`src/rtl/cfg_store_pkg.sv`:
```
package cfg_store_pkg;

  typedef enum logic [2:0] {
    OP_NOP    = 3'd0,
    OP_ERASE  = 3'd1,
    OP_WR_PAT = 3'd2,
    OP_WR_SIG = 3'd3,
    OP_RD_PAT = 3'd4,
    OP_RD_SIG = 3'd5,
    OP_CSUM   = 3'd6,
    OP_LOCK   = 3'd7
  } cmd_op_e;

  typedef enum logic [1:0] {
    ST_IDLE  = 2'd0,
    ST_ERASE = 2'd1,
    ST_SUM   = 2'd2
  } ctrl_state_e;

  // Strobes from control to datapath
  typedef struct packed {
    logic wrPat;
    logic wrSig;
    logic setLock;
    logic clrAll;
    logic rspPat;
    logic rspSig;
    logic rspZero;
    logic sumClr;
    logic sumAdd;
    logic sumOut;
  } dp_strobe_t;

endpackage

```
`src/rtl/cfg_store_fsm.sv`:
```
module cfg_store_fsm
  import cfg_store_pkg::*;
#(
  parameter int ADDR_W       = 4,
  parameter int SIG_BYTES    = 9,
  parameter int ERASE_CYCLES = 6,
  parameter int TOTAL        = 25,
  parameter int IDX_W        = 5
) (
  input  logic              clk,
  input  logic              rstN,
  input  logic              cmdValid,
  input  logic [2:0]        cmdOp,
  input  logic [ADDR_W-1:0] cmdAddr,
  input  logic              patIsBlank,
  input  logic              locked,
  output dp_strobe_t        strb,
  output logic [IDX_W-1:0]  stepIdx,
  output logic              busy,
  output logic              rspValid,
  output logic              errFlag
);

  localparam int ERASE_W = $clog2(ERASE_CYCLES + 1);
  localparam int CNT_W   = (ERASE_W > IDX_W) ? ERASE_W : IDX_W;
  localparam logic [ADDR_W-1:0] SIG_LAST   = ADDR_W'(SIG_BYTES - 1);
  localparam logic [CNT_W-1:0]  ERASE_LAST = CNT_W'(ERASE_CYCLES - 1);
  localparam logic [CNT_W-1:0]  SUM_LAST   = CNT_W'(TOTAL - 1);

  ctrl_state_e       state, stateNxt;
  logic [CNT_W-1:0]  cnt, cntNxt;
  logic              rspNxt, errNxt;
  logic              accept;
  logic              sigAddrOk;
  cmd_op_e           op;

  assign op        = cmd_op_e'(cmdOp);
  assign accept    = cmdValid && (state == ST_IDLE);
  assign sigAddrOk = (cmdAddr <= SIG_LAST);
  assign busy      = (state != ST_IDLE);
  assign stepIdx   = cnt[IDX_W-1:0];

  always_comb begin
    strb     = '0;
    stateNxt = state;
    cntNxt   = cnt;
    rspNxt   = 1'b0;
    errNxt   = 1'b0;
    unique case (state)
      ST_IDLE: begin
        if (accept) begin
          unique case (op)
            OP_ERASE: begin
              stateNxt = ST_ERASE;
              cntNxt   = ERASE_LAST;
            end
            OP_WR_PAT: begin
              rspNxt       = 1'b1;
              strb.rspZero = 1'b1;
              if (patIsBlank) strb.wrPat = 1'b1;
              else            errNxt     = 1'b1;
            end
            OP_WR_SIG: begin
              rspNxt       = 1'b1;
              strb.rspZero = 1'b1;
              if (sigAddrOk) strb.wrSig = 1'b1;
              else           errNxt     = 1'b1;
            end
            OP_RD_PAT: begin
              rspNxt = 1'b1;
              if (locked) begin
                errNxt       = 1'b1;
                strb.rspZero = 1'b1;
              end else begin
                strb.rspPat = 1'b1;
              end
            end
            OP_RD_SIG: begin
              rspNxt = 1'b1;
              if (sigAddrOk) begin
                strb.rspSig = 1'b1;
              end else begin
                errNxt       = 1'b1;
                strb.rspZero = 1'b1;
              end
            end
            OP_CSUM: begin
              stateNxt    = ST_SUM;
              cntNxt      = '0;
              strb.sumClr = 1'b1;
            end
            OP_LOCK: begin
              rspNxt       = 1'b1;
              strb.rspZero = 1'b1;
              strb.setLock = 1'b1;
            end
            default: ;
          endcase
        end
      end
      ST_ERASE: begin
        if (cnt == '0) begin
          strb.clrAll  = 1'b1;
          strb.rspZero = 1'b1;
          rspNxt       = 1'b1;
          stateNxt     = ST_IDLE;
        end else begin
          cntNxt = cnt - 1'b1;
        end
      end
      ST_SUM: begin
        strb.sumAdd = 1'b1;
        if (cnt == SUM_LAST) begin
          strb.sumOut = 1'b1;
          rspNxt      = 1'b1;
          stateNxt    = ST_IDLE;
        end else begin
          cntNxt = cnt + 1'b1;
        end
      end
      default: stateNxt = ST_IDLE;
    endcase
  end

  always_ff @(posedge clk or negedge rstN) begin
    if (!rstN) begin
      state    <= ST_IDLE;
      cnt      <= '0;
      rspValid <= 1'b0;
      errFlag  <= 1'b0;
    end else begin
      state    <= stateNxt;
      cnt      <= cntNxt;
      rspValid <= rspNxt;
      errFlag  <= errNxt;
    end
  end

endmodule

```
`src/rtl/cfg_store_datapath.sv`:
```
module cfg_store_datapath
  import cfg_store_pkg::*;
#(
  parameter int ADDR_W    = 4,
  parameter int DATA_W    = 8,
  parameter int SIG_BYTES = 9,
  parameter int SUM_W     = 16,
  parameter int PAT_DEPTH = 16,
  parameter int TOTAL     = 25,
  parameter int IDX_W     = 5
) (
  input  logic              clk,
  input  logic              rstN,
  input  dp_strobe_t        strb,
  input  logic [IDX_W-1:0]  stepIdx,
  input  logic [ADDR_W-1:0] cmdAddr,
  input  logic [DATA_W-1:0] cmdData,
  output logic              patIsBlank,
  output logic              locked,
  output logic [SUM_W-1:0]  rspData
);

  logic [DATA_W-1:0] patMem   [PAT_DEPTH];
  logic [7:0]        sigMem   [SIG_BYTES];
  logic [DATA_W-1:0] entryVec [TOTAL];
  logic              lockBit;
  logic [SUM_W-1:0]  sumAcc;
  logic [SUM_W-1:0]  entryExt;

  // Flat view of everything the checksum covers: pattern first, then signature
  for (genvar gi = 0; gi < PAT_DEPTH; gi++) begin : g_patEntry
    assign entryVec[gi] = patMem[gi];
  end
  for (genvar gj = 0; gj < SIG_BYTES; gj++) begin : g_sigEntry
    if (DATA_W >= 8) begin : g_wide
      assign entryVec[PAT_DEPTH + gj] = DATA_W'(sigMem[gj]);
    end else begin : g_narrow
      assign entryVec[PAT_DEPTH + gj] = sigMem[gj][DATA_W-1:0];
    end
  end

  assign entryExt   = SUM_W'(entryVec[stepIdx]);
  assign patIsBlank = (patMem[cmdAddr] == '0);
  assign locked     = lockBit;

  always_ff @(posedge clk or negedge rstN) begin
    if (!rstN) begin
      for (int i = 0; i < PAT_DEPTH; i++) patMem[i] <= '0;
      for (int j = 0; j < SIG_BYTES; j++) sigMem[j] <= '0;
      lockBit <= 1'b0;
      sumAcc  <= '0;
      rspData <= '0;
    end else begin
      if (strb.clrAll) begin
        for (int i = 0; i < PAT_DEPTH; i++) patMem[i] <= '0;
        for (int j = 0; j < SIG_BYTES; j++) sigMem[j] <= '0;
        lockBit <= 1'b0;
      end else begin
        if (strb.wrPat)   patMem[cmdAddr] <= cmdData;
        if (strb.wrSig)   sigMem[cmdAddr] <= 8'(cmdData);
        if (strb.setLock) lockBit <= 1'b1;
      end

      if (strb.sumClr)      sumAcc <= '0;
      else if (strb.sumAdd) sumAcc <= sumAcc + entryExt;

      if (strb.rspPat)       rspData <= SUM_W'(patMem[cmdAddr]);
      else if (strb.rspSig)  rspData <= SUM_W'(sigMem[cmdAddr]);
      else if (strb.sumOut)  rspData <= sumAcc + entryExt;
      else if (strb.rspZero) rspData <= '0;
    end
  end

endmodule

```
`src/rtl/cfg_store_ctrl.sv`:
```
module cfg_store_ctrl
  import cfg_store_pkg::*;
#(
  parameter int ADDR_W       = 4,
  parameter int DATA_W       = 8,
  parameter int SIG_BYTES    = 9,
  parameter int ERASE_CYCLES = 6,
  parameter int SUM_W        = 16
) (
  input  logic              clk,
  input  logic              rstN,
  input  logic              cmdValid,
  input  logic [2:0]        cmdOp,
  input  logic [ADDR_W-1:0] cmdAddr,
  input  logic [DATA_W-1:0] cmdData,
  output logic              busy,
  output logic              rspValid,
  output logic              errFlag,
  output logic [SUM_W-1:0]  rspData
);

  localparam int PAT_DEPTH = 1 << ADDR_W;
  localparam int TOTAL     = PAT_DEPTH + SIG_BYTES;
  localparam int IDX_W     = $clog2(TOTAL);

  dp_strobe_t       strb;
  logic [IDX_W-1:0] stepIdx;
  logic             patIsBlank;
  logic             locked;

  cfg_store_fsm #(
    .ADDR_W(ADDR_W), .SIG_BYTES(SIG_BYTES), .ERASE_CYCLES(ERASE_CYCLES),
    .TOTAL(TOTAL), .IDX_W(IDX_W)
  ) u_fsm (
    .clk(clk), .rstN(rstN), .cmdValid(cmdValid), .cmdOp(cmdOp),
    .cmdAddr(cmdAddr), .patIsBlank(patIsBlank), .locked(locked),
    .strb(strb), .stepIdx(stepIdx), .busy(busy),
    .rspValid(rspValid), .errFlag(errFlag)
  );

  cfg_store_datapath #(
    .ADDR_W(ADDR_W), .DATA_W(DATA_W), .SIG_BYTES(SIG_BYTES), .SUM_W(SUM_W),
    .PAT_DEPTH(PAT_DEPTH), .TOTAL(TOTAL), .IDX_W(IDX_W)
  ) u_dp (
    .clk(clk), .rstN(rstN), .strb(strb), .stepIdx(stepIdx),
    .cmdAddr(cmdAddr), .cmdData(cmdData), .patIsBlank(patIsBlank),
    .locked(locked), .rspData(rspData)
  );

endmodule

```
`config.mk`:
```
export PLATFORM = sky130hd
export DESIGN_NAME = cfg_store_ctrl
export DESIGN_NICKNAME = d
export VERILOG_FILES = /design/src/rtl/cfg_store_pkg.sv /design/src/rtl/cfg_store_fsm.sv /design/src/rtl/cfg_store_datapath.sv /design/src/rtl/cfg_store_ctrl.sv
export SDC_FILE = /design/constraint.sdc
export NUM_CORES = 1
export LEC_CHECK = 0
export ABC_AREA = 1
export BUFFER_PORTS_ARGS = -buffer_cell sky130_fd_sc_hd__buf_2
export CORE_ASPECT_RATIO = 2
export CORE_UTILIZATION = 45
export CTS_BUF_LIST = sky130_fd_sc_hd__clkbuf_2
export CTS_CLUSTER_SIZE = 14
export DETAILED_ROUTE_END_ITERATION = 10
export PLACE_DENSITY = 0.66
export SYNTH_ARGS = -nofsm -noshare
export SYNTH_HDL_FRONTEND = slang
export SYNTH_SLANG_ARGS = --single-unit
```
`constraint.sdc`:
```
create_clock -name clk -period 6.7 [get_ports clk]
set_input_delay 0.335 -clock clk [delete_from_list [all_inputs] [get_ports clk]]
set_output_delay 0.335 -clock clk [all_outputs]
set_load 0.005 [all_outputs]
```
==> results of run 1 <==
-- cells by family after synthesis --
kind of cell / share of synthesized area (%)
XOR/XNOR: 0.913
AO/OA/AOI/OAI: 13.9
flip-flops: 42.1
adder cells (fa/ha/maj): 1.58
buffers and inverters: 6.35
AND/OR/NAND/NOR: 35.2
-- stage by stage --
stage          power, mW  hold slack, ns  instance area, sq um
2_1_floorplan       3.46          0.0394                 14400
3_3_place_gp        4.15           0.440                 14800
3_5_place_dp        4.21           0.446                 14800
4_1_cts             5.24          0.0185                 15500
5_1_grt             5.63          0.0883                 15500
6_report            5.30          0.0566                 15500
-- how the worst max path moves through the flow --
stage | start | endpoint | cells after the start
3_5_place_dp | u_fsm.stepIdx[0]$_DFFE_PN0P_ | u_dp.rspData[7]$_DFFE_PN0P_ | 16
2_1_floorplan | u_fsm.stepIdx[0]$_DFFE_PN0P_ | u_dp.sumAcc[12]$_DFFE_PN0P_ | 21
6_report | u_fsm.stepIdx[4]$_DFFE_PN0P_ | u_dp.entryVec[14]$_DFFE_PN0P_ | 8
5_1_grt | u_fsm.stepIdx[4]$_DFFE_PN0P_ | u_dp.entryVec[14]$_DFFE_PN0P_ | 8
3_3_place_gp | u_fsm.stepIdx[0]$_DFFE_PN0P_ | u_dp.rspData[7]$_DFFE_PN0P_ | 16
4_1_cts | u_fsm.stepIdx[4]$_DFFE_PN0P_ | u_dp.entryVec[14]$_DFFE_PN0P_ | 8
-- cell type report --
class / count / area, sq um / area share, %
Sequential cell: 242 / 6060 / 39.1
Multi-Input combinational cell: 1628 / 7430 / 47.9
Timing Repair Buffer: 69 / 490 / 3.16
Antenna cell: 2 / 5.00 / 0.0323
Clock buffer: 84 / 420 / 2.71
Clock inverter: 20 / 101 / 0.654
Tap cell: 423 / 529 / 3.41
Inverter: 125 / 474 / 3.06
-- critical path: stages, from the launching register on --
cell	delay, ns
dfrtp_1	0.65
nor2_1	0.90
nand4_1	0.22
buf_4	0.34
nand2_2	0.81
nand2_1	0.52
nand2_1	0.19
o31ai_1	0.08
dlygate4sd3_1	0.59
-- metal layers --
layer	share of wire (%)	up-vias	GRT usage (%)
li1	-	6835	-
met1	32	6973	37.1
met2	49	820	64.0
met3	7.2	323	6.75
met4	12	0	39.4
met5	0	-	0
-- flip-flops by register name, indices dropped and copies added, names as in the netlist --
register / cells
u_fsm.stepIdx: 5
u_dp.locked: 1
u_fsm.errFlag: 1
u_fsm.rspValid: 1
u_fsm.state: 2
u_dp.rspData: 16
u_dp.entryVec: 200
u_dp.sumAcc: 16
-- cells in the final DEF, fill, tap and decap left out, drive strengths merged, types with 2 or more instances in the layout --
cell | netlist | layout
nand2 | 946 | 946
dfrtp | 242 | 242
nor2 | 184 | 184
o21ai | 175 | 175
inv | 111 | 111
nand3 | 91 | 91
clkbuf | 60 | 84
a21oi | 76 | 76
buf | 30 | 54
clkinv | 14 | 33
a22oi | 32 | 32
o221ai | 22 | 22
nand4 | 22 | 22
ha | 15 | 15
dlygate4sd3 | 0 | 15
o211ai | 11 | 11
xor2 | 10 | 10
a22o | 9 | 9
o22ai | 5 | 5
xnor2 | 5 | 5
o2111ai | 5 | 5
o31ai | 4 | 4
nor3 | 4 | 4
or2 | 3 | 3
a31oi | 3 | 3
diode | 0 | 2
fa | 2 | 2
-- report_power, final --
part,internal [mW],switching [mW]
Combinational,0.674,1.59
Sequential,1.75,0.257
Clock,0.373,0.658
Total,2.80,2.50
==> results.ini, run 1 <==
[placed_design]
io_buffers = 36
hpwl_um = 41100
routabilityCongestion = 1.03
dp_slack_ns = 2.52
dp_cells = 2472

[cts]
cts-root-buf = clkbuf_2
cts_setup_buffers = 0
path_clk_slew_ns = 0.14
cts_sinks = 242
cts.hold.buffers_added = 15
cts_buffer_depth = 3
cts_max_level = 2
clock_latency_ns = 1.02
numCtsBuffers = 56
cts_tree = done
cts_resized = 0

[setup_path]
reg2reg_from = u_fsm.stepIdx[4]$_DFFE_PN0P_
endpoint_kind = register
path_class = register to register
crit_required_ns = 7.59
rr_endpoint = u_dp.entryVec[14]$_DFFE_PN0P_
worstPathArrival_ns = 5.34
cp_max_fo = 48
critPathLaunchType = register
reg2reg_depth = 8
reg2reg_setup_slack_ns = 2.25

[synth]
avgSynthCellArea_sq_um = 6.90
ys_seq_elements = 242
synth_enable_flop_cells = 0
synth_flop_cell = dfrtp_1
yosys.cell_types.count = 41
yosysWarnings = 0
yosys-top-cells-count = 936 x nand2_1, 242 x dfrtp_1, 179 x nor2_1, 174 x o21ai_0, 101 x inv_1
yosysSeqAreaShare_pct = 42.1
synth_nets = 2120
synth_most_common_cell = nand2_1
netlist.top_cell.by_area = dfrtp_1
async_flop_share_pct = 100
netlist_top_cells_area = dfrtp_1 42%, nand2_1 24%, o21ai_0 6.1%, nor2_1 4.7%, nand3_1 3.1%
syn_area_sq_um = 14400
synth_top_cell_area_share_pct = 42.1
syn_inst = 2085

[min_path]
hold_path_class = primary input to register
worstHoldStart = cmdData[5]
holdPathStages = 5
hold_end = u_dp.entryVec[5]$_DFFE_PN0P_

[sta]
finalMaxSlewViolations = 0
post-route-period-util_pct = 66.5
setup_viol = 0
finalCriticalPeriod_ns = 4.45
totalNegativeSetupSlack_ns = 0
relSlewSlack_pct = 24.4
rsz0062_at_grt = false
finalWorstSetupSlack_ns = 2.25
skew_ns = 0.104
hold_viol = 0
tightest_slew_ns = 1.13
fmax_mhz = 225

[cells_and_area]
final_core_util_pct = 49.2
n_fill_cell = 3364
fin_cells = 2593
drive_above_1_share_pct = 8.35
area_growth_pct = 7.77
final_nets = 2157

[floorplanning]
core_sq_um = 31500
ios = 37
die_x_um = 128
start_util_pct = 45.6
die_h_um = 255
rows = 92
dieArea_sq_um = 32700

[job]
cap_violations = 0

[global_route]
grt_pass1_vias = 14800
grt_max_degree = 141
antenna_found_initial = 1
grt_pass1_wl_um = 88600
globalRouteTotalUtil_pct = 37.6
grt.overflow.total = 0

[detailed_routing]
vias = 15000
drc = 0
drtIter0Drc = 1540
avgRoutedWirePerCell_um = 23.0
wl_um = 59600
ant_nets = 0
via_per_inst = 5.77
first_pass_iters = 9

[outcome]
status = finished, final reports clean

[pwr]
ir_worst_vdd_mv = 0.271
leakage_nw = 8.38
p_per_area_nw_per_um2 = 342

No activity file was read; power rests on OpenSTA's default activity.
==> inputs of run 2 (changes only) <==
Clock period 6.7 ns to 4.6 ns, I/O delays scaled along.
==> results.ini, run 2 (synthesis gave the netlist of run 1 again) <==
[cells_and_area]
n_fill_cell = 3362  ; was 3364
multi_input_comb_area_sq_um = 7420  ; was 7430 sq um
final_core_util_pct = 50.0  ; was 49.2%
layout_common_cells = 935 x nand2_1, 240 x dfrtp_1, 179 x nor2_1, 173 x o21ai_0, 100 x inv_1  ; was 935 x nand2_1, 240 x dfrtp_1, 177 x nor2_1, 174 x o21ai_0, 100 x inv_1
final_nets = 2181  ; was 2157
drive_above_1_share_pct = 9.22  ; was 8.35%
largest_reg_flops = 200  ; unchanged
final_common_cell = nand2_1  ; unchanged
register_area_sq_um = 6060  ; unchanged
area_growth_pct = 9.51  ; was 7.77%
fin_cells = 2615  ; was 2593

[sta]
relSlewSlack_pct = 20.4  ; was 24.4%
hold_ws_ns = 0.167  ; was 0.0566 ns
totalNegativeSetupSlack_ns = 0  ; unchanged
post-route-period-util_pct = 81.5  ; was 66.5%
tightest_slew_ns = 1.19  ; was 1.13 ns
finalMaxSlewViolations = 0  ; unchanged
skew_ns = 0.0691  ; was 0.104 ns
setup_viol = 0  ; unchanged
rsz0062_at_grt = false  ; unchanged
finalCriticalPeriod_ns = 3.75  ; was 4.45 ns
fmax_mhz = 267  ; was 225 MHz
hold_viol = 0  ; unchanged

[setup_path]
worst_path_max_delay_cell = nor3_1  ; was nor2_1
path_cells = buf_4 -> buf_4 -> nor2_1 -> nand4_1 -> buf_4 -> nand2_1 -> nor3_1 -> nand2_1 -> o21ai_1  ; was nor2_1 -> nand4_1 -> buf_4 -> nand2_2 -> nand2_1 -> nand2_1 -> o31ai_1 -> dlygate4sd3_1
slowest_delay_ns = 0.84  ; was 0.90 ns
critPathLaunchType = register  ; unchanged
worstPathArrival_ns = 4.53  ; was 5.34 ns
critical_path.most_common_cell = buf_4  ; was nand2_1
crit_required_ns = 5.39  ; was 7.59 ns
path_class = register to register  ; unchanged
cp_max_fo = 34  ; was 48
endpoint_kind = register  ; unchanged

[global_route]
grt_pass1_wl_um = 90600  ; was 88600 um
grt_pass1_vias = 14700  ; was 14.8k
grt_max_degree = 110  ; was 141
globalRouteTotalUtil_pct = 38.6  ; was 37.6%
grt.overflow.total = 0  ; unchanged
antenna_found_initial = 2  ; was 1

[pwr]
p_seq_share_pct = 37.2  ; was 37.9%
p_per_area_nw_per_um2 = 501  ; was 342 nW/um^2
switching_share_pct = 46.8  ; was 47.2%
leakage_nw = 8.52  ; was 8.38 nW
pwr-share-clk_pct = 19.4  ; was 19.5%
ir_worst_vdd_mv = 0.241  ; was 0.271 mV
p_int_mw = 4.20  ; was 2.80 mW
p_comb_share_pct = 43.4  ; was 42.6%
power.switching_mw = 3.70  ; was 2.50 mW

[detailed_routing]
vias = 15000  ; about the same
drc = 0  ; unchanged
wl_um = 61000  ; was 59600 um
ant_nets = 0  ; unchanged
first_pass_iters = 6  ; was 9
avgRoutedWirePerCell_um = 23.3  ; was 23.0 um
drtIter0Drc = 1358  ; was 1540
via_per_inst = 5.74  ; was 5.77

[floorplanning]
start_util_pct = 45.6  ; unchanged
core_sq_um = 31500  ; unchanged
die_h_um = 255  ; unchanged
ios = 37  ; unchanged
die_x_um = 128  ; unchanged
dieArea_sq_um = 32700  ; unchanged
rows = 92  ; unchanged

[placed_design]
hpwl_um = 44000  ; was 41100 um
dp_cells = 2493  ; was 2472
io_buffers = 36  ; unchanged
routabilityCongestion = 1.06  ; was 1.03

[cts]
clock_latency_ns = 1.01  ; was 1.02 ns
cts_resized = 0  ; unchanged
cts-root-buf = clkbuf_2  ; unchanged
cts_tree = done  ; unchanged
cts_sinks = 242  ; unchanged
cts_max_level = 2  ; unchanged
cts_buffer_depth = 3  ; unchanged
path_clk_slew_ns = 0.12  ; was 0.14 ns
numCtsBuffers = 57  ; was 56

[job]
cap_violations = 0  ; unchanged

[min_path]
hold_path_class = primary input to register  ; unchanged

[outcome]
status = finished, final reports clean  ; unchanged

==> run 2: area by class of cell <==
cell class	instances	area share [%]
Timing Repair Buffer	92	4.59
Sequential cell	242	38.5
Tap cell	423	3.36
Antenna cell	1	0.0159
Clock inverter	25	0.961
Clock buffer	79	2.51
Inverter	125	3.01
Multi-Input combinational cell	1628	47.1
==> run 2: final timing paths <==
kind / end / slack, ns / depth (start not counted) / start
min in group asynchronous: u_dp.entryVec[88]$_DFFE_PN0P_ / 0.44 / 4 / rstN
min reg2reg: u_dp.entryVec[165]$_DFFE_PN0P_ / 0.48 / 2 / u_dp.entryVec[165]$_DFFE_PN0P_
max: u_fsm.stepIdx[0]$_DFFE_PN0P_ / 0.85 / 9 / u_fsm.stepIdx[0]$_DFFE_PN0P_
min: u_dp.entryVec[120]$_DFFE_PN0P_ / 0.17 / 6 / cmdData[0]
max in group asynchronous: u_fsm.stepIdx[0]$_DFFE_PN0P_ / 3.48 / 4 / rstN
max reg2reg: u_fsm.stepIdx[0]$_DFFE_PN0P_ / 0.85 / 9 / u_fsm.stepIdx[0]$_DFFE_PN0P_
==> run 2: critical path, delay by kind of cell (launching register included) <==
kind / cells / cell delay [ns]
AND/OR/NAND/NOR: 5 / 1.35
flip-flops: 1 / 0.40
buffers and inverters: 3 / 1.18
AO/OA/AOI/OAI: 1 / 0.59
==> run 2: timing repair <==
item	4_1_cts	5_1_grt
hold endpoints to repair	223	0
setup buffers	0	0
hold buffers	17	0
==> run 2: power groups by stage <==
stage | clock (mW) | sequential (mW) | combinational [mW]
after floorplan | 0 | 2.83 | 2.22
after CTS | 1.56 | 2.92 | 3.32
after global routing | 1.66 | 2.98 | 3.73
after global placement | 0 | 2.96 | 3.25
after detailed placement | 0 | 2.96 | 3.30
final | 1.53 | 2.94 | 3.42
==> run 2: routing by layer <==
layer	vias to the layer above	routed length, um	track usage (%)
met3	321	3850	6.69
met5	-	13	0
met2	745	29900	65.9
li1	6900	-	-
met4	2	7580	41.2
met1	7040	19700	37.6
==> run 2: stage by stage <==
step | power [mW] | setup slack, ns | area [sq um]
2_1_floorplan | 5.05 | 1.39 | 14400
3_3_place_gp | 6.21 | 0.862 | 15000
3_5_place_dp | 6.26 | 0.846 | 15000
4_1_cts | 7.80 | 0.906 | 15800
5_1_grt | 8.37 | 0.620 | 15800
6_report | 7.89 | 0.852 | 15800
